--- config.mk ---
export PLATFORM = sky130hd
export DESIGN_NAME = irq_accept_unit
export DESIGN_NICKNAME = d
export VERILOG_FILES = /design/src/rtl/irq_accept_pkg.sv /design/src/rtl/irq_pending.sv /design/src/rtl/irq_arbiter.sv /design/src/rtl/irq_entry_fsm.sv /design/src/rtl/irq_accept_unit.sv
export SDC_FILE = /design/constraint.sdc
export NUM_CORES = 1
export LEC_CHECK = 0
export BUFFER_PORTS_ARGS = -buffer_cell sky130_fd_sc_hd__buf_2
export CORE_MARGIN = 5
export CORE_UTILIZATION = 40
export CTS_CLUSTER_DIAMETER = 120
export DETAILED_ROUTE_END_ITERATION = 16
export HOLD_SLACK_MARGIN = 0.05
export PLACE_DENSITY = 0.78
export SYNTH_ARGS = -nofsm -noshare
export SYNTH_HDL_FRONTEND = slang
export SYNTH_HIERARCHICAL = 1
export SYNTH_SLANG_ARGS = --single-unit
--- constraint.sdc ---
create_clock -name clk -period 4.2 [get_ports clk]
set_input_delay 0.21 -clock clk [delete_from_list [all_inputs] [get_ports clk]]
set_output_delay 0.21 -clock clk [all_outputs]
set_load 0.05 [all_outputs]
--- src/rtl/irq_accept_pkg.sv ---
package irq_accept_pkg;

    typedef enum logic [1:0] {
        ST_IDLE  = 2'd0,
        ST_TAKE  = 2'd1,
        ST_ENTRY = 2'd2
    } entry_state_e;

    typedef enum logic [1:0] {
        SRC_NONE = 2'd0,
        SRC_EXT  = 2'd1,
        SRC_INT  = 2'd2
    } irq_src_e;

endpackage

--- src/rtl/irq_pending.sv ---
module irq_pending #(
    parameter int LVL_W = 4,
    parameter int VEC_W = 7
) (
    input  logic             clk,
    input  logic             rst_n,
    input  logic [LVL_W-1:0] ext_level_i,
    input  logic             int_req_i,
    input  logic [LVL_W-1:0] int_level_i,
    input  logic [VEC_W-1:0] int_vector_i,
    input  logic             clr_int_i,
    output logic [LVL_W-1:0] ext_lvl_o,
    output logic [LVL_W-1:0] int_lvl_o,
    output logic [VEC_W-1:0] int_vec_o
);

    logic [LVL_W-1:0] ext_q;
    logic [LVL_W-1:0] int_lvl_q;
    logic [VEC_W-1:0] int_vec_q;

    // External level follows its input; it is pending as long as it is held.
    always_ff @(posedge clk or negedge rst_n) begin
        if (!rst_n) begin
            ext_q <= '0;
        end else begin
            ext_q <= ext_level_i;
        end
    end

    // Internal request: a new strobe has priority over the clear from acceptance.
    always_ff @(posedge clk or negedge rst_n) begin
        if (!rst_n) begin
            int_lvl_q <= '0;
            int_vec_q <= '0;
        end else if (int_req_i) begin
            int_lvl_q <= int_level_i;
            int_vec_q <= int_vector_i;
        end else if (clr_int_i) begin
            int_lvl_q <= '0;
            int_vec_q <= '0;
        end
    end

    assign ext_lvl_o = ext_q;
    assign int_lvl_o = int_lvl_q;
    assign int_vec_o = int_vec_q;


    int_clear_chk: assert property (@(posedge clk) disable iff (!rst_n)
        (clr_int_i && !int_req_i) |=> (int_lvl_o == '0));


    int_latch_chk: assert property (@(posedge clk) disable iff (!rst_n)
        int_req_i |=> (int_lvl_o == $past(int_level_i) && int_vec_o == $past(int_vector_i)));

endmodule

--- src/rtl/irq_arbiter.sv ---
module irq_arbiter
    import irq_accept_pkg::*;
#(
    parameter int LVL_W        = 4,
    parameter int VEC_W        = 7,
    parameter int SR_W         = 32,
    parameter int MASK_LSB     = 4,
    parameter int EXT_VEC_BASE = 64
) (
    input  logic [LVL_W-1:0] ext_lvl_i,
    input  logic [LVL_W-1:0] int_lvl_i,
    input  logic [VEC_W-1:0] int_vec_i,
    input  logic [SR_W-1:0]  status_i,
    output logic             win_valid_o,
    output irq_src_e         win_src_o,
    output logic [LVL_W-1:0] win_level_o,
    output logic [VEC_W-1:0] win_vector_o
);

    localparam logic [VEC_W-1:0] EXT_BASE_V = VEC_W'(EXT_VEC_BASE);

    logic [LVL_W-1:0] cur_mask;
    logic             ext_wins;
    logic [VEC_W-1:0] ext_vector;

    assign cur_mask   = status_i[MASK_LSB +: LVL_W];
    assign ext_wins   = (ext_lvl_i > int_lvl_i);
    assign ext_vector = EXT_BASE_V + VEC_W'(ext_lvl_i >> 1);

    always_comb begin
        if (ext_wins) begin
            win_level_o  = ext_lvl_i;
            win_vector_o = ext_vector;
        end else begin
            win_level_o  = int_lvl_i;
            win_vector_o = int_vec_i;
        end
        win_valid_o = (win_level_o > cur_mask);
        if (!win_valid_o) begin
            win_src_o = SRC_NONE;
        end else if (ext_wins) begin
            win_src_o = SRC_EXT;
        end else begin
            win_src_o = SRC_INT;
        end
    end

endmodule

--- src/rtl/irq_entry_fsm.sv ---
module irq_entry_fsm
    import irq_accept_pkg::*;
#(
    parameter int LVL_W        = 4,
    parameter int VEC_W        = 7,
    parameter int SR_W         = 32,
    parameter int MASK_LSB     = 4,
    parameter int ENTRY_CYCLES = 13
) (
    input  logic             clk,
    input  logic             rst_n,
    input  logic             boundary_i,
    input  logic             delay_slot_i,
    input  logic             win_valid_i,
    input  irq_src_e         win_src_i,
    input  logic [LVL_W-1:0] win_level_i,
    input  logic [VEC_W-1:0] win_vector_i,
    input  logic [SR_W-1:0]  status_i,
    output logic             clr_int_o,
    output logic             take_o,
    output logic [VEC_W-1:0] vector_o,
    output logic [SR_W-1:0]  status_o,
    output logic             ack_ext_o,
    output logic             ack_int_o,
    output logic             busy_o
);

    localparam int CNT_W = $clog2(ENTRY_CYCLES + 1);
    localparam logic [CNT_W-1:0] CNT_LAST = CNT_W'(ENTRY_CYCLES);
    localparam logic [CNT_W-1:0] CNT_ONE  = CNT_W'(1);

    entry_state_e     state_q, state_d;
    logic [CNT_W-1:0] cnt_q;
    logic             accept;
    logic [SR_W-1:0]  new_status;
    logic [VEC_W-1:0] vector_q;
    logic [SR_W-1:0]  status_q;
    logic             ack_ext_q, ack_int_q;

    assign accept    = (state_q == ST_IDLE) && boundary_i && !delay_slot_i && win_valid_i;
    assign clr_int_o = accept && (win_src_i == SRC_INT);

    always_comb begin
        new_status = status_i;
        new_status[MASK_LSB +: LVL_W] = win_level_i;
    end

    // Next-state logic
    always_comb begin
        state_d = state_q;
        unique case (state_q)
            ST_IDLE: begin
                if (accept) begin
                    state_d = ST_TAKE;
                end
            end
            ST_TAKE: begin
                state_d = (cnt_q == CNT_LAST) ? ST_IDLE : ST_ENTRY;
            end
            ST_ENTRY: begin
                if (cnt_q == CNT_LAST) begin
                    state_d = ST_IDLE;
                end
            end
            default: state_d = ST_IDLE;
        endcase
    end

    // State register and entry counter
    always_ff @(posedge clk or negedge rst_n) begin
        if (!rst_n) begin
            state_q <= ST_IDLE;
            cnt_q   <= '0;
        end else begin
            state_q <= state_d;
            if (accept) begin
                cnt_q <= CNT_ONE;
            end else if (state_q != ST_IDLE && cnt_q != CNT_LAST) begin
                cnt_q <= cnt_q + CNT_ONE;
            end else if (state_q != ST_IDLE) begin
                cnt_q <= '0;
            end
        end
    end

    // Output registers: loaded on acceptance, cleared otherwise
    always_ff @(posedge clk or negedge rst_n) begin
        if (!rst_n) begin
            vector_q  <= '0;
            status_q  <= '0;
            ack_ext_q <= 1'b0;
            ack_int_q <= 1'b0;
        end else if (accept) begin
            vector_q  <= win_vector_i;
            status_q  <= new_status;
            ack_ext_q <= (win_src_i == SRC_EXT);
            ack_int_q <= (win_src_i == SRC_INT);
        end else begin
            vector_q  <= '0;
            status_q  <= '0;
            ack_ext_q <= 1'b0;
            ack_int_q <= 1'b0;
        end
    end

    assign take_o    = (state_q == ST_TAKE);
    assign busy_o    = (state_q != ST_IDLE);
    assign vector_o  = vector_q;
    assign status_o  = status_q;
    assign ack_ext_o = ack_ext_q;
    assign ack_int_o = ack_int_q;

    // Length of the most recent busy run, counted for the checks below
    logic [CNT_W:0] busy_run;
    always_ff @(posedge clk or negedge rst_n) begin
        if (!rst_n) begin
            busy_run <= '0;
        end else if (busy_o) begin
            busy_run <= take_o ? (CNT_W+1)'(1) : busy_run + (CNT_W+1)'(1);
        end
    end


    take_at_boundary_chk: assert property (@(posedge clk) disable iff (!rst_n)
        take_o |-> $past(boundary_i && !delay_slot_i));


    take_single_chk: assert property (@(posedge clk) disable iff (!rst_n)
        take_o |=> !take_o);


    busy_length_chk: assert property (@(posedge clk) disable iff (!rst_n)
        $fell(busy_o) |-> (busy_run == (CNT_W+1)'(ENTRY_CYCLES)));


    busy_bound_chk: assert property (@(posedge clk) disable iff (!rst_n)
        busy_o |-> (busy_run <= (CNT_W+1)'(ENTRY_CYCLES)));


    ack_with_take_chk: assert property (@(posedge clk) disable iff (!rst_n)
        take_o |-> ($countones({ack_ext_o, ack_int_o}) == 1));


    ack_quiet_chk: assert property (@(posedge clk) disable iff (!rst_n)
        !take_o |-> (!ack_ext_o && !ack_int_o));

endmodule

--- src/rtl/irq_accept_unit.sv ---
module irq_accept_unit
    import irq_accept_pkg::*;
#(
    parameter int LVL_W        = 4,
    parameter int VEC_W        = 7,
    parameter int SR_W         = 32,
    parameter int MASK_LSB     = 4,
    parameter int EXT_VEC_BASE = 64,
    parameter int ENTRY_CYCLES = 13
) (
    input  logic             clk,
    input  logic             rst_n,
    input  logic [LVL_W-1:0] ext_level_i,
    input  logic             int_req_i,
    input  logic [LVL_W-1:0] int_level_i,
    input  logic [VEC_W-1:0] int_vector_i,
    input  logic [SR_W-1:0]  status_i,
    input  logic             boundary_i,
    input  logic             delay_slot_i,
    output logic             take_o,
    output logic [VEC_W-1:0] vector_o,
    output logic [SR_W-1:0]  status_o,
    output logic             ack_ext_o,
    output logic             ack_int_o,
    output logic             busy_o
);

    localparam logic [SR_W-1:0] MASK_BITS = {{(SR_W-LVL_W){1'b0}}, {LVL_W{1'b1}}} << MASK_LSB;

    logic [LVL_W-1:0] ext_lvl, int_lvl, win_level;
    logic [VEC_W-1:0] int_vec, win_vector;
    logic             win_valid, clr_int;
    irq_src_e         win_src;

    irq_pending #(.LVL_W(LVL_W), .VEC_W(VEC_W)) u_pending (
        .clk          (clk),
        .rst_n        (rst_n),
        .ext_level_i  (ext_level_i),
        .int_req_i    (int_req_i),
        .int_level_i  (int_level_i),
        .int_vector_i (int_vector_i),
        .clr_int_i    (clr_int),
        .ext_lvl_o    (ext_lvl),
        .int_lvl_o    (int_lvl),
        .int_vec_o    (int_vec)
    );

    irq_arbiter #(
        .LVL_W(LVL_W), .VEC_W(VEC_W), .SR_W(SR_W),
        .MASK_LSB(MASK_LSB), .EXT_VEC_BASE(EXT_VEC_BASE)
    ) u_arbiter (
        .ext_lvl_i    (ext_lvl),
        .int_lvl_i    (int_lvl),
        .int_vec_i    (int_vec),
        .status_i     (status_i),
        .win_valid_o  (win_valid),
        .win_src_o    (win_src),
        .win_level_o  (win_level),
        .win_vector_o (win_vector)
    );

    irq_entry_fsm #(
        .LVL_W(LVL_W), .VEC_W(VEC_W), .SR_W(SR_W),
        .MASK_LSB(MASK_LSB), .ENTRY_CYCLES(ENTRY_CYCLES)
    ) u_fsm (
        .clk          (clk),
        .rst_n        (rst_n),
        .boundary_i   (boundary_i),
        .delay_slot_i (delay_slot_i),
        .win_valid_i  (win_valid),
        .win_src_i    (win_src),
        .win_level_i  (win_level),
        .win_vector_i (win_vector),
        .status_i     (status_i),
        .clr_int_o    (clr_int),
        .take_o       (take_o),
        .vector_o     (vector_o),
        .status_o     (status_o),
        .ack_ext_o    (ack_ext_o),
        .ack_int_o    (ack_int_o),
        .busy_o       (busy_o)
    );


    mask_raised_chk: assert property (@(posedge clk) disable iff (!rst_n)
        take_o |-> (status_o[MASK_LSB +: LVL_W] > $past(status_i[MASK_LSB +: LVL_W])));


    other_bits_kept_chk: assert property (@(posedge clk) disable iff (!rst_n)
        take_o |-> ((status_o & ~MASK_BITS) == ($past(status_i) & ~MASK_BITS)));


    ext_vector_chk: assert property (@(posedge clk) disable iff (!rst_n)
        (take_o && ack_ext_o) |->
            (vector_o == VEC_W'(EXT_VEC_BASE) + VEC_W'(status_o[MASK_LSB +: LVL_W] >> 1)));


    idle_outputs_chk: assert property (@(posedge clk) disable iff (!rst_n)
        !take_o |-> (vector_o == '0 && status_o == '0));

endmodule

-- Yosys cells after proc, flatten, opt, wreduce, memory -nomap -nowiden
Index checks and enable logic that the tools add are counted.
Widths: inputs -> output; s select.
- flip-flop bits (word level): 62
- word-level logic and storage cells: 51
- output and inout bits: 43
- input port bits: 52
- reductions and logical operators: 11
- add/subtract/negate cells: 2
- muxes and demuxes: 19
- equal/unequal tests: 8
- magnitude comparators: 2
- operator list (cell ; count):
    $mux 32 ; 1
    $mux 7 ; 4
    $mux 4 ; 6
    $mux 2 ; 5
    $gt 4x4->1 ; 2
    $add 7x3->7 const A ; 1
    $pmux 2 s3 ; 1
    $logic_and 1x1->1 ; 5
    $add 4x1->4 const B ; 1
    $eq 2x1->1 const B ; 2
    $eq 2x2->1 const B ; 2
    $eq 4x4->1 const B ; 1
    $ne 2x1->1 const B ; 2
    $ne 4x4->1 const B ; 1
    $reduce_bool 2->1 ; 2
    $reduce_bool 3->1 ; 1
    $logic_not 2->1 ; 1
    $mux 1 ; 2
    $reduce_and 2->1 ; 1
    $logic_not 1->1 ; 1

-- Longest topological paths before layout
- word-level depth: 8
- depth in mapped cells: 17
- mapped depth without buffers: 15

-- Modules after synthesis
The synthesis kept the hierarchy.
- modules (own cells, without submodules) (module ; area each (µm²) ; sequential area each (µm²) ; instances ; cells each):
    irq_entry_fsm ; 1652.8 ; 1176.1 ; 1 ; 117
    irq_pending ; 494.2 ; 375.4 ; 1 ; 29
    irq_arbiter ; 364.1 ; 0.0 ; 1 ; 40

-- Worst setup path before layout
OpenSTA, ideal clock, no wires.
- path kind: flip-flop to flip-flop
- start: register u_pending.ext_q[1] (netlist: u_pending/ext_lvl_o[1])
- end: register u_pending.int_lvl_q[0] (netlist: u_pending/int_lvl_o[0])
- cell stages (with the launch flop): 17
- slack: 0.971 ns
- path buffers: 2
- arrival time: 3.108 ns
- setup time: 0.121 ns
- cells stage by stage: dfrtp_1 ha_1 nor2b_4 o211ai_2 a21oi_4 buf_6 mux2_4 ha_1 nor2b_1 o211ai_1 a21oi_1 nand3b_2 nor2_8 and3b_1 nor2_2 buf_6 a22o_1
- cells in the longest elaborated chain, start to end: 7
- elaborated cells on any way between the ends: 9
- RTL lines (what ; RTL line ; source):
    from (decl) ; irq_pending.sv:17 ; logic [LVL_W-1:0] ext_q;
    from (signal assigned) ; irq_pending.sv:26 ; ext_q <= ext_level_i;
    $gt 4x4->1 ; irq_arbiter.sv:27 ; assign ext_wins = (ext_lvl_i > int_lvl_i);
    $mux 4 (*) ; irq_arbiter.sv:31 ; if (ext_wins) begin
    net win_level[1] ; irq_accept_unit.sv:30 ; logic [LVL_W-1:0] ext_lvl, int_lvl, win_level;
    $gt 4x4->1 (*) ; irq_arbiter.sv:38 ; win_valid_o = (win_level_o > cur_mask);
    net win_valid ; irq_accept_unit.sv:32 ; logic win_valid, clr_int;
    $mux 2 ; irq_arbiter.sv:39 ; if (!win_valid_o) begin
    $eq 2x2->1 ; irq_entry_fsm.sv:41 ; assign clr_int_o = accept && (win_src_i == SRC_INT);
    $logic_and 1x1->1 (*) ; irq_entry_fsm.sv:41 ;
    net clr_int ; irq_accept_unit.sv:32 ;
    $reduce_bool 2->1 (no line) (*) ; - ;
    to (signal assigned) ; irq_pending.sv:36 ; int_lvl_q <= int_level_i;
    to (decl) ; irq_pending.sv:18 ; logic [LVL_W-1:0] int_lvl_q;
The timed path passes the listed nets; every way through them passes the cells marked *.
A chain may end at the register's enable or synchronous reset.

-- Final worst setup path
- start: register u_pending.int_lvl_q[1] (netlist: u_pending/int_lvl_o[1])
- end: register u_pending.int_vec_q[3] (netlist: u_pending/int_vec_o[3])
- cells in the longest elaborated chain, start to end: 7
- elaborated cells on any way between the ends: 9
- RTL lines (what ; RTL line ; source):
    $gt 4x4->1 ; irq_arbiter.sv:27 ;
    $mux 4 ; irq_arbiter.sv:31 ;
    net win_level[3] ; irq_accept_unit.sv:30 ;
    $gt 4x4->1 ; irq_arbiter.sv:38 ;
    net win_valid ; irq_accept_unit.sv:32 ;
    $mux 2 ; irq_arbiter.sv:39 ;
    net win_src[0] ; irq_accept_unit.sv:33 ; irq_src_e win_src;
    $eq 2x2->1 ; irq_entry_fsm.sv:41 ;
    $logic_and 1x1->1 ; irq_entry_fsm.sv:41 ;
    net clr_int ; irq_accept_unit.sv:32 ;
    $reduce_bool 2->1 (no line) ; - ;
    to (signal assigned) ; irq_pending.sv:37 ; int_vec_q <= int_vector_i;
    to (decl) ; irq_pending.sv:19 ; logic [VEC_W-1:0] int_vec_q;
The timed path passes the listed nets, and every way through them passes these cells.

==> summary.txt <==
Power and ir drop
  – Part of the total power dissipated in combinational logic: 0.236
  – Sw Pwr: 0.483 mW
  – Worst IR drop on VDD: 0.266 mV
  – Pwr Density: 474 nW/µm²
  – Fraction of power consumed by sequential logic: 0.449
  – Switching portion of total power: 0.315
  – Power share of the clock group: 0.315
  – Internal power: 1.05 mW
  – Static power due to leakage: 1.83 nW

Yosys
  – Number of warnings printed during yosys synthesis: 6
  – Fraction of synthesized cell area taken by the top area cell type: 0.618
  – Post-synthesis cell type count: 31
  – Cell area after synthesis: 2510 µm²
  – Post-synthesis sequential area ratio: 0.618
  – Net count after synthesis: 248
  – Number of register bits inferred by synthesis: 62
  – Cell count after synthesis: 186
  – Biggest area consumer among synthesized cells: sky130_fd_sc_hd__dfrtp_1
  – Avg Synthesized Cell Area: 13.5 µm²
  – Ranking of synthesized cells by area: sky130_fd_sc_hd__dfrtp_1 (62%), sky130_fd_sc_hd__and2_1 (10%), sky130_fd_sc_hd__ha_1 (5.0%)

Routing
  – Post-detailed-route wirelength per cell: 14.0 µm
  – Via count normalized by instance count: 4.64
  – Number of remaining DRC errors: 0
  – Total iterations of the first detailed-routing run: 4
  – Overall via count from detail_route: 1,715
  – Total wire length: 5160 µm
  – Number of antenna-violating nets in the routed design: 0
  – Iteration-0 DRC count of the detailed router: 68

GRT
  – All-Layer GR Usage: 0.141
  – Initial antenna violation count: 0
  – Pin count of the biggest net entering global routing: 63
  – Number of global-route vias before repair: 1,785
  – GRT overflow: 0
  – Global-route wire length before repair: 8450 µm

Die
  – Horizontal extent of the die: 89.2 µm
  – Floorplan die height: 89.2 µm
  – Total I/O pin count: 95
  – Rows: 28
  – Placeable Area: 6030 µm²
  – Initial Util: 0.417
  – DIE AREA: 7960 µm²

Clock network
  – Post-CTS clock slew at the launch and capture registers of the worst setup and hold paths: 0.07 ns
  – Number of buffers on the longest clock path: 2
  – CTS resizes: 0
  – CTS Root Cell: sky130_fd_sc_hd__clkbuf_8
  – Post-CTS setup buffer count: 0
  – Clock latency on the worst-skew pair: 0.32 ns
  – Sink count of the clock tree: 62
  – Number of H-tree levels: 3
  – CTS buffer count: 9
  – Clock tree from TritonCTS: built

Critical path
  – Critical Path Source Type: register
  – Biggest fanout along the worst timing path: 14
  – Capturing element type of the critical path: register
  – WP data arrival: 3.86 ns
  – Critical path data required time: 4.46 ns
  – Critical path class: reg2reg

Run status
  – Result of the run: complete, no violations

Layout
  – Final-stage net count: 352
  – Fill cell total of the finished layout: 555
  – Final core utilization: 0.538
  – Most frequent cells in the layout: sky130_fd_sc_hd__buf_2 (94), sky130_fd_sc_hd__dfrtp_1 (62), sky130_fd_sc_hd__and2_1 (40)
  – Area growth syn-to-layout: 29.0%
  – Inserted Diodes: 0
  – Commonest non-fill, non-tap cell in the layout: sky130_fd_sc_hd__buf_2
  – Share of layout cells above drive strength 1: 0.424
  – Non-Filler Instances: 370

Timing
  – Peak clock frequency supported by timing: 0.278 GHz
  – Number of failing hold endpoints at the final stage: 0
  – Setup repair after global routing missed its margin: false
  – Post-route worst hold slack: 0.0494 ns
  – Post-Route Skew: 0.00808 ns
  – Worst slew margin: 0.488
  – Final setup violation count: 0
  – Setup total negative slack: 0 ns
  – Final critical-path share of the clock period: 0.857
  – Number of pins with negative max-slew slack in the final report: 0
  – Fin crit period: 3.60 ns
  – Transition at the pin with the smallest max-transition slack: 0.767 ns

Placement
  – Buffers on Ports: 94
  – Number of instances in the placed design: 350
  – GPL Wtd Cong: 0.722
  – DP Wirelength: 3700 µm

Hold path
  – Path category of the worst min-delay check: in2async

Job
  – Max Cap Viol: 0
-- synth_stat cells --
cell / n
sky130_fd_sc_hd__a21oi_1: 6
sky130_fd_sc_hd__nor2_2: 1
sky130_fd_sc_hd__ha_1: 10
sky130_fd_sc_hd__o22ai_1: 1
sky130_fd_sc_hd__or2_1: 1
sky130_fd_sc_hd__and2_1: 40
sky130_fd_sc_hd__mux2i_1: 1
sky130_fd_sc_hd__nand4_1: 1
sky130_fd_sc_hd__buf_6: 6
sky130_fd_sc_hd__o221ai_1: 1
sky130_fd_sc_hd__a21oi_4: 1
sky130_fd_sc_hd__nand3_1: 5
sky130_fd_sc_hd__nand3b_2: 1
sky130_fd_sc_hd__nor2_4: 1
sky130_fd_sc_hd__nor2b_1: 6
sky130_fd_sc_hd__inv_4: 1
sky130_fd_sc_hd__nor4b_1: 1
sky130_fd_sc_hd__nor2_8: 1
sky130_fd_sc_hd__mux2_2: 4
sky130_fd_sc_hd__or3_1: 1
sky130_fd_sc_hd__o211ai_1: 1
sky130_fd_sc_hd__nand2_1: 5
sky130_fd_sc_hd__inv_1: 8
sky130_fd_sc_hd__and3b_1: 1
sky130_fd_sc_hd__a22o_1: 11
sky130_fd_sc_hd__nor2b_4: 1
sky130_fd_sc_hd__and4_1: 2
sky130_fd_sc_hd__buf_2: 1
sky130_fd_sc_hd__o211ai_2: 1
sky130_fd_sc_hd__dfrtp_1: 62
sky130_fd_sc_hd__mux2_4: 3
-- through the flow --
step	worst slack, ns	cell area (µm²)	power [mW]
global route	0.314	3240	1.63
CTS	0.604	3240	1.56
detailed placement	0.634	3020	1.06
global placement	0.789	3020	1.05
floorplan	0.971	2510	0.971
finish	0.601	3240	1.54
-- sequential cells by signal, indices dropped and copies added, names as in the netlist --
| signal | flops |
|---|---|
| u_fsm/ack_ext_o | 1 |
| u_fsm/ack_int_o | 1 |
| u_fsm/cnt_q | 4 |
| u_fsm/state_q | 2 |
| u_fsm/status_o | 32 |
| u_fsm/vector_o | 7 |
| u_pending/ext_lvl_o | 4 |
| u_pending/int_lvl_o | 4 |
| u_pending/int_vec_o | 7 |
-- kinds of logic after synthesis --
logic type | count (synthesis) | synth area share
compound gates | 22 | 0.0708
fa+ha+maj | 10 | 0.0498
buf+inv | 16 | 0.0433
flops | 62 | 0.618
mux | 8 | 0.0399
simple gates | 68 | 0.178
-- power by group through the flow --
stage	clock, mW	combinational (mW)	sequential [mW]
CTS	0.500	0.368	0.690
global route	0.533	0.402	0.696
global placement	0	0.354	0.698
detailed placement	0	0.365	0.700
floorplan	0	0.210	0.761
finish	0.483	0.363	0.690
-- cell type report --
type	count	area [µm²]	area share
multi-input cells	108	851	0.263
clock inverters	5	50.0	0.0154
flip-flops and latches	62	1550	0.479
inverters	9	36.3	0.0112
repair buffers	100	526	0.162
clock buffers	11	131	0.0406
well taps	75	93.8	0.0290
-- layer usage --
metal  up-vias  track usage  share of wire
met5         -            0              0
met4         0       0.0785          0.020
met3        12       0.0479           0.10
met2        72        0.208           0.46
met1       806        0.182           0.42
li1        825            -              -
-- worst paths after layout --
| kind | start | endpoint | slack, ns | depth (start not counted) |
|---|---|---|---|---|
| worst max-delay path | u_pending/int_lvl_o[1]$_DFFE_PN0P_ | u_pending/int_vec_o[3]$_DFFE_PN0P_ | 0.60 | 13 |
| worst min-delay path | rst_n | u_fsm/cnt_q[3]$_DFFE_PN0P_ | 0.05 | 2 |
| worst max register to register | u_pending/int_lvl_o[1]$_DFFE_PN0P_ | u_pending/int_vec_o[3]$_DFFE_PN0P_ | 0.60 | 13 |
| worst min register to register | u_pending/int_vec_o[1]$_DFFE_PN0P_ | u_pending/int_vec_o[1]$_DFFE_PN0P_ | 0.50 | 1 |
| max in group asynchronous | rst_n | u_pending/int_vec_o[6]$_DFFE_PN0P_ | 3.64 | 2 |
| min in group clk | status_i[22] | u_fsm/status_o[22]$_DFF_PN0_ | 0.09 | 2 |
-- worst max-delay path, stage by stage, from the launching register on --
cell                       delay [ns]
sky130_fd_sc_hd__dfrtp_1         0.37
sky130_fd_sc_hd__inv_1           0.05
sky130_fd_sc_hd__ha_1            0.29
sky130_fd_sc_hd__nor2b_4         0.14
sky130_fd_sc_hd__o211ai_2        0.10
sky130_fd_sc_hd__a21oi_4         0.43
sky130_fd_sc_hd__mux2_2          0.40
sky130_fd_sc_hd__ha_1            0.31
sky130_fd_sc_hd__and4_1          0.22
sky130_fd_sc_hd__a21oi_1         0.24
sky130_fd_sc_hd__and2_1          0.18
sky130_fd_sc_hd__and3b_1         0.20
sky130_fd_sc_hd__nor2_2          0.38
sky130_fd_sc_hd__a22o_1          0.20
-- timing repair --
item	in CTS	in global routing
hold buffers	4	0
hold endpoints to repair	4	0
setup endpoints to repair	0	0
(Power assumes the default switching activity.)
